[config.mk]
export PLATFORM = sky130hd
export DESIGN_NAME = pgref_sched
export DESIGN_NICKNAME = d
export VERILOG_FILES = /design/src/rtl/pgref_pkg.sv /design/src/rtl/pgref_ivl.sv /design/src/rtl/pgref_policy.sv /design/src/rtl/pgref_seq.sv /design/src/rtl/pgref_sched.sv
export SDC_FILE = /design/constraint.sdc
export NUM_CORES = 1
export LEC_CHECK = 0
export BUFFER_PORTS_ARGS = -buffer_cell sky130_fd_sc_hd__buf_2
export CAP_MARGIN = 20
export CORE_MARGIN = 5
export CORE_UTILIZATION = 51
export DETAILED_ROUTE_END_ITERATION = 16
export GPL_TIMING_DRIVEN = 0
export MAX_ROUTING_LAYER = met4
export PLACE_DENSITY = 0.81
export REMOVE_ABC_BUFFERS = 1
export SLEW_MARGIN = 40
export SYNTH_ARGS = -nofsm -noshare
export SYNTH_HDL_FRONTEND = slang
export SYNTH_HIERARCHICAL = 1
export SYNTH_SLANG_ARGS = --single-unit
[constraint.sdc]
create_clock -name clk -period 9.47 [get_ports clk]
set_clock_uncertainty 0.05 [all_clocks]
set_input_delay 0 -clock clk [delete_from_list [all_inputs] [get_ports clk]]
set_output_delay 0 -clock clk [all_outputs]
set_load 0.02 [all_outputs]
[src/rtl/pgref_pkg.sv]
package pgref_pkg;
  typedef enum logic [1:0] {
    OP_NONE   = 2'd0,
    OP_READ   = 2'd1,
    OP_REPROG = 2'd2,
    OP_REMAP  = 2'd3
  } op_e;

  localparam logic [1:0] MODE_REMAP  = 2'd0;
  localparam logic [1:0] MODE_REPROG = 2'd1;

  typedef enum logic [1:0] {
    ST_IDLE  = 2'd0,
    ST_ISSUE = 2'd1,
    ST_WAIT  = 2'd2
  } st_e;
endpackage

[src/rtl/pgref_ivl.sv]
module pgref_ivl #(
  parameter int PE_W   = 16,
  parameter int TICK_W = 16,
  parameter int NBANDS = 3,
  parameter logic [NBANDS*PE_W-1:0]   BAND_PE  = '0,
  parameter logic [NBANDS*TICK_W-1:0] BAND_IVL = '0
) (
  input  logic              clk,
  input  logic              rst_n,
  input  logic              tick_i,
  input  logic              idle_i,
  input  logic              adapt_i,
  input  logic [TICK_W-1:0] fixed_ivl_i,
  input  logic [PE_W-1:0]   pe_i,
  output logic              start_o
);
  logic [TICK_W-1:0] band_ivl;
  logic [TICK_W-1:0] eff_ivl;
  logic [TICK_W-1:0] cnt_q;
  logic [TICK_W:0]   cnt_nxt;

  // highest band whose entry threshold has been reached
  always_comb begin
    band_ivl = BAND_IVL[0 +: TICK_W];
    for (int i = 0; i < NBANDS; i++) begin
      if (pe_i >= BAND_PE[i*PE_W +: PE_W]) band_ivl = BAND_IVL[i*TICK_W +: TICK_W];
    end
  end

  always_comb begin
    eff_ivl = adapt_i ? band_ivl : fixed_ivl_i;
    if (eff_ivl == '0) eff_ivl = TICK_W'(1);
  end

  assign cnt_nxt = {1'b0, cnt_q} + 1'b1;
  assign start_o = idle_i && tick_i && (cnt_nxt >= {1'b0, eff_ivl});

  always_ff @(posedge clk) begin
    if (!rst_n)                cnt_q <= '0;
    else if (start_o)          cnt_q <= '0;
    else if (idle_i && tick_i) cnt_q <= cnt_nxt[TICK_W-1:0];
  end
endmodule

[src/rtl/pgref_policy.sv]
module pgref_policy #(
  parameter int NPAGES = 16,
  parameter int AW     = 4,
  parameter int CNT_W  = 6,
  parameter int RW     = 3
) (
  input  logic             clk,
  input  logic             rst_n,
  input  logic [1:0]       mode_i,
  input  logic [CNT_W-1:0] thr_i,
  input  logic [RW-1:0]    limit_i,
  input  logic [AW-1:0]    addr_i,
  input  logic [CNT_W-1:0] bits_i,
  input  logic             upd_i,
  input  logic             upd_remap_i,
  output logic             remap_o
);
  import pgref_pkg::*;

  logic [RW-1:0] wear [NPAGES];
  logic [RW-1:0] cur_wear;

  for (genvar g = 0; g < NPAGES; g++) begin : g_page
    logic [RW-1:0] w_q;
    logic          hit;
    assign hit = upd_i && (addr_i == AW'(g));
    always_ff @(posedge clk) begin
      if (!rst_n)          w_q <= '0;
      else if (hit) begin
        if (upd_remap_i)   w_q <= '0;
        else if (w_q != '1) w_q <= w_q + 1'b1;
      end
    end
    assign wear[g] = w_q;
  end

  assign cur_wear = wear[addr_i];

  always_comb begin
    case (mode_i)
      MODE_REMAP:  remap_o = 1'b1;
      MODE_REPROG: remap_o = 1'b0;
      default:     remap_o = (bits_i > thr_i) || (cur_wear >= limit_i);
    endcase
  end
endmodule

[src/rtl/pgref_seq.sv]
module pgref_seq #(
  parameter int NPAGES = 16,
  parameter int AW     = 4
) (
  input  logic          clk,
  input  logic          rst_n,
  input  logic          start_i,
  input  logic          cmd_ready_i,
  input  logic          done_i,
  input  logic          ecc_fail_i,
  input  logic          remap_sel_i,
  output logic          cmd_valid_o,
  output logic [1:0]    cmd_op_o,
  output logic [AW-1:0] cmd_addr_o,
  output logic          busy_o,
  output logic          idle_o,
  output logic          err_flag_o,
  output logic [AW-1:0] err_addr_o,
  output logic          wb_upd_o,
  output logic          wb_remap_o
);
  import pgref_pkg::*;

  localparam logic [AW-1:0] LAST = AW'(NPAGES - 1);

  st_e           st_q;
  op_e           op_q;
  logic [AW-1:0] addr_q;
  logic          err_q;
  logic [AW-1:0] eaddr_q;
  logic          fin;

  assign fin = (st_q == ST_WAIT) && done_i;

  always_ff @(posedge clk) begin
    if (!rst_n) begin
      st_q    <= ST_IDLE;
      op_q    <= OP_READ;
      addr_q  <= '0;
      err_q   <= 1'b0;
      eaddr_q <= '0;
    end else begin
      case (st_q)
        ST_IDLE: if (start_i) begin
          op_q <= OP_READ;
          st_q <= ST_ISSUE;
        end
        ST_ISSUE: if (cmd_ready_i) st_q <= ST_WAIT;
        ST_WAIT: if (done_i) begin
          if (op_q == OP_READ && !ecc_fail_i) begin
            op_q <= remap_sel_i ? OP_REMAP : OP_REPROG;
            st_q <= ST_ISSUE;
          end else begin
            if (op_q == OP_READ) begin
              err_q   <= 1'b1;
              eaddr_q <= addr_q;
            end
            op_q <= OP_READ;
            if (addr_q == LAST) begin
              addr_q <= '0;
              st_q   <= ST_IDLE;
            end else begin
              addr_q <= addr_q + 1'b1;
              st_q   <= ST_ISSUE;
            end
          end
        end
        default: st_q <= ST_IDLE;
      endcase
    end
  end

  assign cmd_valid_o = (st_q == ST_ISSUE);
  assign cmd_op_o    = op_q;
  assign cmd_addr_o  = addr_q;
  assign busy_o      = (st_q != ST_IDLE);
  assign idle_o      = (st_q == ST_IDLE);
  assign err_flag_o  = err_q;
  assign err_addr_o  = eaddr_q;
  assign wb_upd_o    = fin && (op_q != OP_READ);
  assign wb_remap_o  = (op_q == OP_REMAP);
endmodule

[src/rtl/pgref_sched.sv]
module pgref_sched #(
  parameter int NPAGES = 16,
  parameter int CNT_W  = 6,
  parameter int PE_W   = 16,
  parameter int TICK_W = 16,
  parameter int RW     = 3,
  parameter int NBANDS = 3,
  parameter logic [NBANDS*PE_W-1:0]   BAND_PE  = {16'd200, 16'd100, 16'd0},
  parameter logic [NBANDS*TICK_W-1:0] BAND_IVL = {16'd4, 16'd8, 16'd12},
  localparam int AW = $clog2(NPAGES)
) (
  input  logic              clk,
  input  logic              rst_n,
  input  logic              tick_i,
  input  logic              adapt_i,
  input  logic [TICK_W-1:0] fixed_ivl_i,
  input  logic [PE_W-1:0]   pe_cycles_i,
  input  logic [1:0]        mode_i,
  input  logic [CNT_W-1:0]  corr_thr_i,
  input  logic [RW-1:0]     reprog_limit_i,
  output logic              cmd_valid_o,
  input  logic              cmd_ready_i,
  output logic [1:0]        cmd_op_o,
  output logic [AW-1:0]     cmd_addr_o,
  input  logic              done_i,
  input  logic [CNT_W-1:0]  ecc_bits_i,
  input  logic              ecc_fail_i,
  output logic              busy_o,
  output logic              err_flag_o,
  output logic [AW-1:0]     err_addr_o
);
  logic idle, start, remap_sel, wb_upd, wb_remap;

  pgref_ivl #(
    .PE_W(PE_W), .TICK_W(TICK_W), .NBANDS(NBANDS),
    .BAND_PE(BAND_PE), .BAND_IVL(BAND_IVL)
  ) ivl_i (
    .clk(clk), .rst_n(rst_n), .tick_i(tick_i), .idle_i(idle),
    .adapt_i(adapt_i), .fixed_ivl_i(fixed_ivl_i), .pe_i(pe_cycles_i),
    .start_o(start)
  );

  pgref_policy #(
    .NPAGES(NPAGES), .AW(AW), .CNT_W(CNT_W), .RW(RW)
  ) pol_i (
    .clk(clk), .rst_n(rst_n), .mode_i(mode_i), .thr_i(corr_thr_i),
    .limit_i(reprog_limit_i), .addr_i(cmd_addr_o), .bits_i(ecc_bits_i),
    .upd_i(wb_upd), .upd_remap_i(wb_remap), .remap_o(remap_sel)
  );

  pgref_seq #(
    .NPAGES(NPAGES), .AW(AW)
  ) seq_i (
    .clk(clk), .rst_n(rst_n), .start_i(start), .cmd_ready_i(cmd_ready_i),
    .done_i(done_i), .ecc_fail_i(ecc_fail_i), .remap_sel_i(remap_sel),
    .cmd_valid_o(cmd_valid_o), .cmd_op_o(cmd_op_o), .cmd_addr_o(cmd_addr_o),
    .busy_o(busy_o), .idle_o(idle), .err_flag_o(err_flag_o),
    .err_addr_o(err_addr_o), .wb_upd_o(wb_upd), .wb_remap_o(wb_remap)
  );
endmodule

======== Word level (Yosys, flattened, before mapping) ========
Cells that the tools add are included.
word-level totals
  output and inout port bits .............. 13
  bits in registers ....................... 77
  input bits .............................. 56
  logic and storage cells ................. 206
operators by class
  $add $sub $neg .......................... 18
  bitwise operators ....................... 3
  $lt $le $gt $ge ......................... 6
  eq/ne operators ......................... 40
  reductions and logical operators ........ 66
  multiplexer cells ....................... 51
operators with widths
  operator               count
  $mux 3                 35
  $add 3x1->3 const B    16
  $ne 3x3->1 const B     16
  $reduce_bool 2->1      18
  $eq 4x4->1 const B     8
  $mux 16                2
  $reduce_and 2->1       16
  $logic_and 1x1->1      21
  $add 16x1->17 const B  1
  $ge 17x16->1           1
  $eq 4x3->1 const B     4
  $ge 16x7->1 const B    1
  $ge 16x8->1 const B    1
  $logic_not 16->1       1
  $bmux 3 s4             1
  $mux 2                 6
  $reduce_and 3->1       3
  $eq 4x2->1 const B     2
  $mux 4                 2
  $eq 2x1->1 const B     3
  $gt 6x6->1             1
  $pmux 2 s3             1
  $ge 5x5->1 const B     1
  $not 4->5              1
  other kinds (16)       22

======== Logic depth before layout (Yosys ltp) ========
  depth after elaboration ................. 11
  depth in mapped cells ................... 17
  gate-level depth less buffers ........... 15

======== Hierarchy ========
The synthesis kept the hierarchy.
by module, submodules not included
  module        times used  area an instance (µm²)  seq. area each (µm²)  cells an instance
  pgref_policy  1           3261.9                  960.9                 333
  pgref_ivl     1           1564.0                  320.3                 193
  pgref_seq     1           663.1                   260.2                 76

======== Least setup slack after synthesis ========
No wires, ideal clock.
  kind .................................... register -> register
  from .................................... register ivl_i.cnt_q[0]
  to ...................................... register seq_i.st_q[0]
  path buffers ............................ 0
  setup slack ............................. 6.012 ns
  clock period less this slack ............ 3.458 ns
  arrival ................................. 3.294 ns
  data required time ...................... 9.305 ns
  stages on the path, launching flop included .. 16
  cells stage by stage .................... dfxtp_1 -> ha_1 -> nand4_1 -> nor3_1 -> nand3_1 -> xnor2_1 -> ha_1 -> nand4_1 -> nor3_1 -> a221oi_1 -> o311ai_4 -> nor2_1 -> nor2_1 -> mux2i_1 -> a311oi_1 -> o21a_1
between the ends
  longest elaborated chain between the ends .. 5
ends and longest elaborated chain
  what                               line               RTL
  from (decl)                        pgref_ivl.sv:19    logic [TICK_W-1:0] cnt_q;
  from (signal assigned)             pgref_ivl.sv:41    else if (idle_i && tick_i) cnt_q <= cnt_nxt[TICK_W-1:0];
  $add 16x1->17                      pgref_ivl.sv:35    assign cnt_nxt = {1'b0, cnt_q} + 1'b1;
  net ivl_i.cnt_nxt[12]              pgref_ivl.sv:20    logic [TICK_W:0] cnt_nxt;
  $ge 17x16->1                       pgref_ivl.sv:36    assign start_o = idle_i && tick_i && (cnt_nxt >= {1'b0, eff_ivl});
  $logic_and 1x1->1                  pgref_ivl.sv:36
  net start                          pgref_sched.sv:32  logic idle, start, remap_sel, wb_upd, wb_remap;
  $ne 2x2->1 (no source line)        --
  $reduce_and 3->1 (no source line)  --
  to (signal assigned)               pgref_seq.sv:37    st_q <= ST_IDLE;
  to (signal assigned)               pgref_seq.sv:46    st_q <= ST_ISSUE;
  to (signal assigned)               pgref_seq.sv:48    ST_ISSUE: if (cmd_ready_i) st_q <= ST_WAIT;
  to (decl)                          pgref_seq.sv:26    st_e st_q;
The timed path passes the listed nets, and every way through them passes these cells.
A chain may end at the register's enable or synchronous reset.

======== Worst setup path in the final report ========
  from .................................... register ivl_i.cnt_q[0]
  to ...................................... register seq_i.op_q[0] (netlist: seq_i/cmd_op_o[0])
between the ends
  longest elaborated chain between the ends .. 5
ends and longest elaborated chain
  what                               line               RTL
  $add 16x1->17                      pgref_ivl.sv:35
  net ivl_i.cnt_nxt[12]              pgref_ivl.sv:20
  $ge 17x16->1                       pgref_ivl.sv:36
  $logic_and 1x1->1                  pgref_ivl.sv:36
  net start                          pgref_sched.sv:32
  $ne 2x2->1 (no source line)        --
  $reduce_and 3->1 (no source line)  --
  to (signal assigned)               pgref_seq.sv:51    op_q <= remap_sel_i ? OP_REMAP : OP_REPROG;
  to (decl)                          pgref_seq.sv:27    op_e op_q;
The timed path passes the listed nets, and every way through them passes these cells.

==> results_dict.tcl <==
set metrics [dict create \
    period_share 0.434 \
    drc 0 \
    worstPathRequired_ps 9640 \
    grt_pass1_wl_um 20900 \
    wire_per_inst_um 15.5 \
    max_freq_mhz 244 \
    slowest_delay_ps 470 \
    row_count 37 \
    syn-instance-count 602 \
    dr.pass1.iters 4 \
    worst_ir_drop_vdd_v 0.0000654 \
    num_vias 4668 \
    cp-end-kind "register" \
    die_h_um 114 \
    port_buffers 66 \
    ys_warn_count 6 \
    power.leakage_uw 0.00267 \
    ys_types 69 \
    endpoint "seq_i/cmd_op_o[0]$_SDFFE_PN1P_" \
    syn-cell-area_um2 5490 \
    cp_top_family "simple AND/OR/NAND/NOR gates" \
    maxSlewViolCount 0 \
    dieArea_um2 12900 \
    critical_path_arrival_ps 4280 \
    place.gp.congestion 0.843 \
    core_um2 10400 \
    numCtsBuffers 9 \
    ant_nets 0 \
    start_util 0.527 \
    initialDrtViolationCount 243 \
    rsz0062_at_grt "no" \
    reg2reg_depth 15 \
    r2r-start "ivl_i/cnt_q[0]$_SDFFE_PP0P_" \
    wl_um 12400 \
    cts.sinks 77 \
    hold_class "primary input to register" \
    final_nets 775 \
    r2r-end "seq_i/cmd_op_o[0]$_SDFFE_PN1P_" \
    clk_pin_slew_worst_paths_ps 80 \
    htree_levels 3 \
    final_core_util 0.588 \
    yosysTopAreaCell "dfxtp_1" \
    synth_enable_flop_cells 0 \
    cp_slowest_cell "nor3_1" \
    ff2ff_setup_slack_ps 5360 \
    diodes 0 \
    yosys_register_bits 77 \
    p_per_area_nw_per_um2 103 \
    worst_slew_pin_slew_ps 703 \
    netlist.area_leader.share 0.281 \
    seq_area_frac_synth 0.281 \
    ios 69 \
    syn2layout_area_growth_pct 11.6 \
    hold_viol 0 \
    path_buf_inv 0 \
    crit_chain "ha_1 -> nand4_1 -> nor3_1 -> nand3_1 -> xnor2_1 -> ha_1 -> nand4_1 -> nor3_1 -> a221oi_1 -> o311ai_4 -> nor2_1 -> nor2_1 -> mux2i_1 -> o21ba_2 -> o21ai_1" \
    cts_tree "done" \
    relSlewSlack 0.530 \
    cp-start-kind "register" \
    grt_max_degree 66 \
    synth_ff_type "dfxtp_1" \
    hpwl_um 9090 \
    tns_ps 0 \
    grt_pass1_vias 4770 \
    maxCapViolCount 0 \
    cts-root-buf "clkbuf_8" \
    drive_gt1_frac 0.192 \
    synth.avg_cell_area_um2 9.12 \
    insertion_delay_ps 360 \
    clockBufferDepth 2 \
    worstPathMaxFanout 6 \
    synthTopCellsByArea "dfxtp_1, ha_1, nor2b_1" \
    postCtsSetupBuffers 0 \
    min_period_ps 4110 \
    grt_usage 0.198 \
    overflow 0 \
    path_class "register to register" \
    die_x_um 114 \
    setup_violations 0 \
    crit_path_start "ivl_i/cnt_q[0]$_SDFFE_PP0P_" \
    run_status "finished clean" \
    grt_antenna_before_repair 0 \
    ys_async_sr_fraction 0 \
    viasPerCell 5.83 \
    worstSetupPathDepth 15 \
]
==> Yosys cell counts, types with 9 or more instances <==
library cell	instances
a21oi_1	16
nor2b_1	60
o21ai_0	11
and2_1	10
nand3_1	19
nor3_1	16
ha_1	59
mux4_2	12
clkbuf_1	15
nand2b_1	10
dfxtp_1	77
xnor2_1	9
or3_1	10
inv_1	17
a21boi_0	14
mux2i_1	30
a22o_1	9
o31ai_1	11
nand2_1	60
a21boi_1	9
nor2_1	24
==> sequential cells by signal, indices dropped and copies added (netlist names) <==
name	flops
seq_i/cmd_addr_o	4
seq_i/cmd_op_o	2
pol_i/g_page.w_q	48
seq_i/err_flag_o	1
ivl_i/cnt_q	16
seq_i/st_q	2
seq_i/err_addr_o	4
==> where the power goes <==
part	internal, uW	leakage, uW	total [uW]	switching (uW)
logic	23.5	0.00195	51.6	28.1
clock network	123	0.0000960	254	132
registers	324	0.000621	325	1.20
==> per-stage QoR <==
step	hold slack (ps)	setup slack, ps	instance area [um2]	power [uW]	cells
after floorplan	30.0	5900	5370	360	578
after global placement	224	5440	5870	380	780
after detailed placement	232	5310	5880	384	780
after CTS	24.7	5280	6110	636	800
after global routing	50.6	5080	6120	656	801
final	33.8	5360	6120	631	801
==> repair_timing <==
item | CTS | global route
hold endpoints to repair | 3 | 0
hold buffers | 4 | 0
gates resized for setup | 0 | 0
==> kinds of logic (layout without fill, tap and decap cells) <==
family,after synthesis,in the layout,share of synthesized area
xor+xnor,14,14,0.0223
compound gates,104,104,0.143
fa+ha+maj,59,59,0.134
mux,42,42,0.104
flops,77,77,0.281
buf+inv,42,105,0.0344
simple gates,264,264,0.281
==> routing by layer <==
metal	share of wire	GRT usage	up-vias
met5	0	-	-
met4	0.013	0.0593	0
met3	0.047	0.0371	17
met2	0.50	0.342	103
met1	0.44	0.235	2236
li1	-	-	2312
==> cells in the final DEF, fill, tap and decap left out, drive strengths merged, types with 10 or more instances in the layout <==
| cell | count |
|---|---|
| dfxtp | 77 |
| buf | 67 |
| nand2 | 60 |
| nor2b | 60 |
| ha | 59 |
| mux2i | 30 |
| nor2 | 24 |
| a21boi | 23 |
| nand3 | 20 |
| inv | 19 |
| nor3 | 17 |
| a21oi | 16 |
| or3b | 16 |
| o21ai | 13 |
| mux4 | 12 |
| o31ai | 11 |
| or3 | 10 |
| nand2b | 10 |
| and2 | 10 |
==> layout make-up <==
| class | instances | area, um2 |
|---|---|---|
| Timing Repair Buffer | 71 | 384 |
| Fill cell | 887 | 4290 |
| Clock buffer | 9 | 124 |
| Tap cell | 136 | 170 |
| Sequential cell | 77 | 1540 |
| Multi-Input combinational cell | 483 | 3760 |
| Clock inverter | 7 | 72.6 |
| Inverter | 18 | 67.6 |
==> worst min-delay path by stage <==
stage / slack (ps) / end / startpoint / cells past startpoint
floorplan: 30 / seq_i/cmd_op_o[0]$_SDFFE_PN1P_ / rst_n / 1
global placement: 220 / seq_i/st_q[1]$_SDFFE_PN0P_ / cmd_ready_i / 3
detailed placement: 230 / seq_i/st_q[1]$_SDFFE_PN0P_ / cmd_ready_i / 3
CTS: 20 / seq_i/cmd_addr_o[1]$_SDFFE_PN0P_ / ecc_fail_i / 4
global route: 50 / seq_i/cmd_addr_o[3]$_SDFFE_PN0P_ / ecc_fail_i / 4
finish: 30 / seq_i/cmd_addr_o[1]$_SDFFE_PN0P_ / ecc_fail_i / 4
==> worst reg2reg max path: stages, from the launching register on <==
cell	delay, ps
dfxtp_1	430
ha_1	310
nand4_1	200
nor3_1	470
nand3_1	230
xnor2_1	180
ha_1	330
nand4_1	190
nor3_1	80
a221oi_1	430
o311ai_4	260
nor2_1	210
nor2_1	60
mux2i_1	300
o21ba_2	180
o21ai_1	70
(Power assumes the default switching activity.)
